## config.mk

```make
export PLATFORM = sky130hd
export DESIGN_NAME = crc32_serial_unit
export DESIGN_NICKNAME = d
export VERILOG_FILES = /design/src/rtl/crc32_serial_pkg.sv /design/src/rtl/crc32_step_reg.sv /design/src/rtl/crc32_residue_cmp.sv /design/src/rtl/crc32_serial_unit.sv
export SDC_FILE = /design/constraint.sdc
export NUM_CORES = 1
export LEC_CHECK = 0
export ABC_AREA = 1
export BUFFER_PORTS_ARGS = -buffer_cell sky130_fd_sc_hd__buf_2
export CAP_MARGIN = 20
export CORE_MARGIN = 4
export CORE_UTILIZATION = 38
export DETAILED_ROUTE_END_ITERATION = 12
export MAX_ROUTING_LAYER = met4
export SETUP_SLACK_MARGIN = 0.3
export SLEW_MARGIN = 15
export SYNTH_ARGS = -nofsm -noshare
export SYNTH_HDL_FRONTEND = slang
export SYNTH_SLANG_ARGS = --single-unit
```

## constraint.sdc

```tcl
create_clock -name clk -period 1.3 [get_ports clk]
set_input_delay 0.065 -clock clk [delete_from_list [all_inputs] [get_ports clk]]
set_output_delay 0.065 -clock clk [all_outputs]
set_load 0.01 [all_outputs]
```

## src/rtl/crc32_serial_pkg.sv

```systemverilog
package crc32_serial_pkg;
  localparam int unsigned CRC_W = 32;
  localparam logic [CRC_W-1:0] POLY_REFL = 32'hEDB88320;
  localparam logic [CRC_W-1:0] PRESET    = 32'hFFFFFFFF;
  localparam logic [CRC_W-1:0] GOOD_RES  = 32'hDEBB20E3;

  typedef enum logic [1:0] {
    OP_HOLD  = 2'd0,
    OP_SHIFT = 2'd1,
    OP_LOAD  = 2'd2
  } reg_op_e;
endpackage

```

## src/rtl/crc32_step_reg.sv

```systemverilog
module crc32_step_reg
  import crc32_serial_pkg::*;
#(
  parameter int unsigned W = CRC_W,
  parameter logic [W-1:0] POLY = POLY_REFL,
  parameter logic [W-1:0] INIT = PRESET
) (
  input  logic         clk,
  input  logic         rst,
  input  reg_op_e      op,
  input  logic         bit_in,
  output logic [W-1:0] state
);
  logic [W-1:0] merged;
  logic [W-1:0] shifted;
  logic [W-1:0] stepped;
  logic         fall_bit;

  // Merge the incoming bit at the position about to leave the register.
  assign merged   = {state[W-1:1], state[0] ^ bit_in};
  assign fall_bit = merged[0];
  assign shifted  = {1'b0, merged[W-1:1]};

  // Conditional subtraction of the reflected polynomial, one tap per bit.
  for (genvar i = 0; i < W; i++) begin : g_tap
    if (POLY[i]) begin : g_on
      assign stepped[i] = shifted[i] ^ fall_bit;
    end else begin : g_off
      assign stepped[i] = shifted[i];
    end
  end

  always_ff @(posedge clk) begin
    if (rst) begin
      state <= INIT;
    end else begin
      unique case (op)
        OP_LOAD:  state <= INIT;
        OP_SHIFT: state <= stepped;
        default:  state <= state;
      endcase
    end
  end

  p_preset_r2: assert property (@(posedge clk) disable iff (rst)
    (op == OP_LOAD) |=> (state == INIT));
  p_idle_hold_r5: assert property (@(posedge clk) disable iff (rst)
    (op == OP_HOLD) |=> $stable(state));
  p_zero_bit_on_zero_r1: assert property (@(posedge clk) disable iff (rst)
    (op == OP_SHIFT && state == '0 && !bit_in) |=> (state == '0));
endmodule

```

## src/rtl/crc32_residue_cmp.sv

```systemverilog
module crc32_residue_cmp
  import crc32_serial_pkg::*;
#(
  parameter int unsigned W = CRC_W,
  parameter logic [W-1:0] RESIDUE = GOOD_RES
) (
  input  logic         clk,
  input  logic         rst,
  input  logic         strobe,
  input  logic [W-1:0] state,
  output logic         res_valid,
  output logic         res_pass
);
  always_ff @(posedge clk) begin
    if (rst) begin
      res_valid <= 1'b0;
      res_pass  <= 1'b0;
    end else begin
      res_valid <= strobe;
      res_pass  <= strobe && (state == RESIDUE);
    end
  end

  p_flag_follows_strobe_r6: assert property (@(posedge clk) disable iff (rst)
    strobe |=> res_valid);
  p_flag_quiet_r6: assert property (@(posedge clk) disable iff (rst)
    !strobe |=> !res_valid);
  p_pass_qualified_r7: assert property (@(posedge clk) disable iff (rst)
    res_pass |-> res_valid);
endmodule

```

## src/rtl/crc32_serial_unit.sv

```systemverilog
module crc32_serial_unit
  import crc32_serial_pkg::*;
#(
  parameter int unsigned W = CRC_W,
  parameter logic [W-1:0] POLY = POLY_REFL,
  parameter logic [W-1:0] INIT = PRESET,
  parameter logic [W-1:0] RESIDUE = GOOD_RES
) (
  input  logic         clk,
  input  logic         rst,
  input  logic         frame_start,
  input  logic         in_valid,
  output logic         in_ready,
  input  logic         in_data,
  input  logic         frame_end,
  output logic [W-1:0] crc_out,
  output logic         check_valid,
  output logic         check_pass
);
  reg_op_e      op;
  logic [W-1:0] state;
  logic         take;

  assign in_ready = !rst;
  assign take     = in_valid && in_ready;

  always_comb begin
    if (frame_start)  op = OP_LOAD;
    else if (take)    op = OP_SHIFT;
    else              op = OP_HOLD;
  end

  crc32_step_reg #(.W(W), .POLY(POLY), .INIT(INIT)) u_reg (
    .clk    (clk),
    .rst    (rst),
    .op     (op),
    .bit_in (in_data),
    .state  (state)
  );

  crc32_residue_cmp #(.W(W), .RESIDUE(RESIDUE)) u_cmp (
    .clk       (clk),
    .rst       (rst),
    .strobe    (frame_end),
    .state     (state),
    .res_valid (check_valid),
    .res_pass  (check_pass)
  );

  assign crc_out = ~state;

  p_start_clears_out_r2: assert property (@(posedge clk) disable iff (rst)
    frame_start |=> (crc_out == '0));
endmodule

```

==> summary.txt <==
CTS
  – Max Buffers Root-to-Sink: 2
  – Cts bufs inserted: 5
  – Clock insertion delay at the later pin of the skew report: 0.29 ns
  – H-tree levels: 2
  – Root buffer cell: clkbuf_8
  – Clk sink count: 34
  – TritonCTS clock tree: built
  – CTS clk-pin slew, worst paths: 0.07 ns

Final layout
  – Layout fillers: 418
  – # diodes: 0
  – Synthesis-to-layout area growth: 35.89%
  – Fraction of layout cells with a size suffix above 1: 0.3275
  – Nets@finish: 289

Critical path
  – Critical setup path kind: register to register
  – CP max FO: 7
  – Startpoint types: register
  – Worst EP arrival: 1.25 ns
  – R2R Setup Slk: 0.22 ns
  – Setup crit end kind: register
  – WP data required: 1.48 ns

Synth
  – Synthesized flop and latch total: 34
  – Synth unique cells: 18
  – Yosys top cell by area: dfxtp_1
  – Syn Inst Count: 236
  – Register area share after synthesis: 0.4263
  – Synthesized cell area: 1597 sq um
  – Synth top area share: 0.4263
  – Most frequent cells after synthesis: nand2_1 (71), inv_1 (37), dfxtp_1 (34)
  – EDFF count, synth: 0
  – Primary FF master, synth: dfxtp_1
  – Synth Area per Inst: 6.765 sq um
  – Main area contributors after synthesis: dfxtp_1 (43%), nand2_1 (17%), nand3_1 (8.8%), inv_1 (8.7%), o22ai_1 (4.7%)
  – Synthesized net count: 242
  – Asr flop ratio synth: 0
  – Most frequent cell after synthesis: nand2_1
  – Syn. warnings: 0

Die
  – Num rows: 23
  – Core footprint: 4029 sq um
  – Chip Width: 72.82 um
  – Die Span Y: 72.82 um
  – Initial cell density of the core: 0.3963
  – Number of I/O pins: 41
  – Die area: 5303 sq um

Power and ir drop
  – Sw frac: 0.2630
  – Sequential power share: 0.466
  – Power Internal: 1.771 mW
  – Pwr dens: 1107 nW/um^2
  – Overall Power: 2.402 mW
  – P_sw: 0.6317 mW
  – Static leakage: 1.232 nW
  – Clock network fraction of total power: 0.403
  – Worst VDD drop: 0.5817 mV
  – Combinational Power Share: 0.131

STA
  – Final Skew: 0.008203 ns
  – RSZ-0062 raised after global routing: true
  – Final min period: 1.075 ns
  – Setup violations, final: 0
  – Fin. Hold Viols: 0
  – Measured slew at the worst slew-check pin: 0.4396 ns
  – Peak Freq: 930.0 MHz
  – Slew HR: 0.7059
  – Max-slew violation count: 0
  – Total Negative Setup Slacks: 0 ns
  – Crit share post-route: 0.8271

Detailed routing
  – Wire per inst: 13.92 um
  – Via Count: 1658
  – Vias per inst: 4.964
  – Antenna Nets Post-Route: 0
  – Drt drc: 0
  – Pre-antenna DRT Iters: 4
  – 1st-iter DRT viols: 103
  – Post-Route WL: 4650 um

Global route
  – Largest net degree at the start of global routing: 19
  – Vias in the first global route: 1477
  – Initial antenna violation count: 0
  – Congestion Overflow GR: 0
  – Total GRT Usage: 0.1817
  – First-pass GRT wire length: 7210 um

Run status
  – Status: finished clean

Run
  – Max Cap Viol: 0

Worst hold path
  – Worst hold path type: primary input to register

Placed design
  – Dpl hpwl: 2959 um
  – PortBufs: 40
  – Routability cong.: 0.8099
[state kept, by name (all words and copies together), names as in the netlist]
register and count:
u_cmp.res_valid 1, u_reg.state 32, u_cmp.res_pass 1
[worst max-delay path: stages, from the launching register on]
cell and delay (ns):
dfxtp_4 0.37, inv_4 0.08, nand2_8 0.08, buf_12 0.15, nand3_2 0.06, nand3_2 0.07, nand2_1 0.09, nand2_1 0.05
[metal layers]
layer  GRT usage  vias to the layer above  share of wire
met1      0.2400                      755           0.47
met5           -                        -              0
met4     0.04918                        0         0.0062
li1            -                      842              -
met2      0.2725                       57           0.46
met3     0.05096                        4          0.064
[layout by cell type (no fill, tap or decap), drive strengths merged]
cell	count
o22ai	12
nand4	1
buf	49
o21ai	1
nor2	12
nor3	3
nand2	75
dfxtp	34
inv	40
a21oi	13
clkbuf	8
bufinv	1
o211ai	6
dlygate4sd3	1
nand3	28
[logic make-up after synthesis]
group | after synthesis | synth area share
AOI/OAI and AO/OA | 32 | 0.1191
buffers and inverters | 51 | 0.1317
DFF | 34 | 0.4263
and+or+nand+nor | 119 | 0.3229
[power groups by stage]
stage          clock, mW  combinational, mW  sequential [mW]
2_1_floorplan          0              0.196             1.13
3_3_place_gp           0              0.287             1.14
3_5_place_dp           0              0.289             1.14
4_1_cts            0.967              0.297             1.12
5_1_grt             1.02              0.351             1.12
6_report           0.968              0.315             1.12
[cell type report]
class	count	area [sq um]	share of cell area
clock buffers	7	76.32	0.03518
clock inverters	1	30.03	0.01384
inverters	40	152.6	0.07036
multi-input cells	151	820.8	0.3783
flip-flops and latches	34	691.9	0.3189
well taps	50	62.56	0.02884
repair buffers	51	335.3	0.1546
[worst paths after layout]
check / startpoint / endpoint / cells past startpoint
worst max register to register: u_reg.state[0]$_SDFFE_PP1P_ / u_reg.state[30]$_SDFFE_PP1P_ / 7
worst min-delay path: rst / u_reg.state[17]$_SDFFE_PP1P_ / 3
worst max-delay path: u_reg.state[0]$_SDFFE_PP1P_ / u_reg.state[30]$_SDFFE_PP1P_ / 7
worst min register to register: u_reg.state[13]$_SDFFE_PP1P_ / u_reg.state[12]$_SDFFE_PP1P_ / 2
[metrics by stage]
| step | setup slack (ns) | hold WS (ns) | utilization | instances | cell area [sq um] |
|---|---|---|---|---|---|
| 3_5_place_dp | 0.2014 | 0.2721 | 0.4618 | 321 | 1861 |
| 3_3_place_gp | 0.1956 | 0.2771 | 0.4618 | 321 | 1861 |
| 5_1_grt | 0.1763 | 0.1617 | 0.5385 | 334 | 2170 |
| 4_1_cts | 0.2419 | 0.1461 | 0.4944 | 330 | 1992 |
| 6_report | 0.2247 | 0.1506 | 0.5385 | 334 | 2170 |
| 2_1_floorplan | 0.3026 | 0.1605 | - | 236 | 1607 |
[timing repair]
item,CTS,global route
pin swaps,0,22
hold endpoints to repair,1,0
gates cloned,0,1
setup buffers,0,3
hold buffers,1,0
gates resized for setup,4,34
endpoints found under the setup margin,14,20
Note: power is estimated with default switching activity, not from simulation.
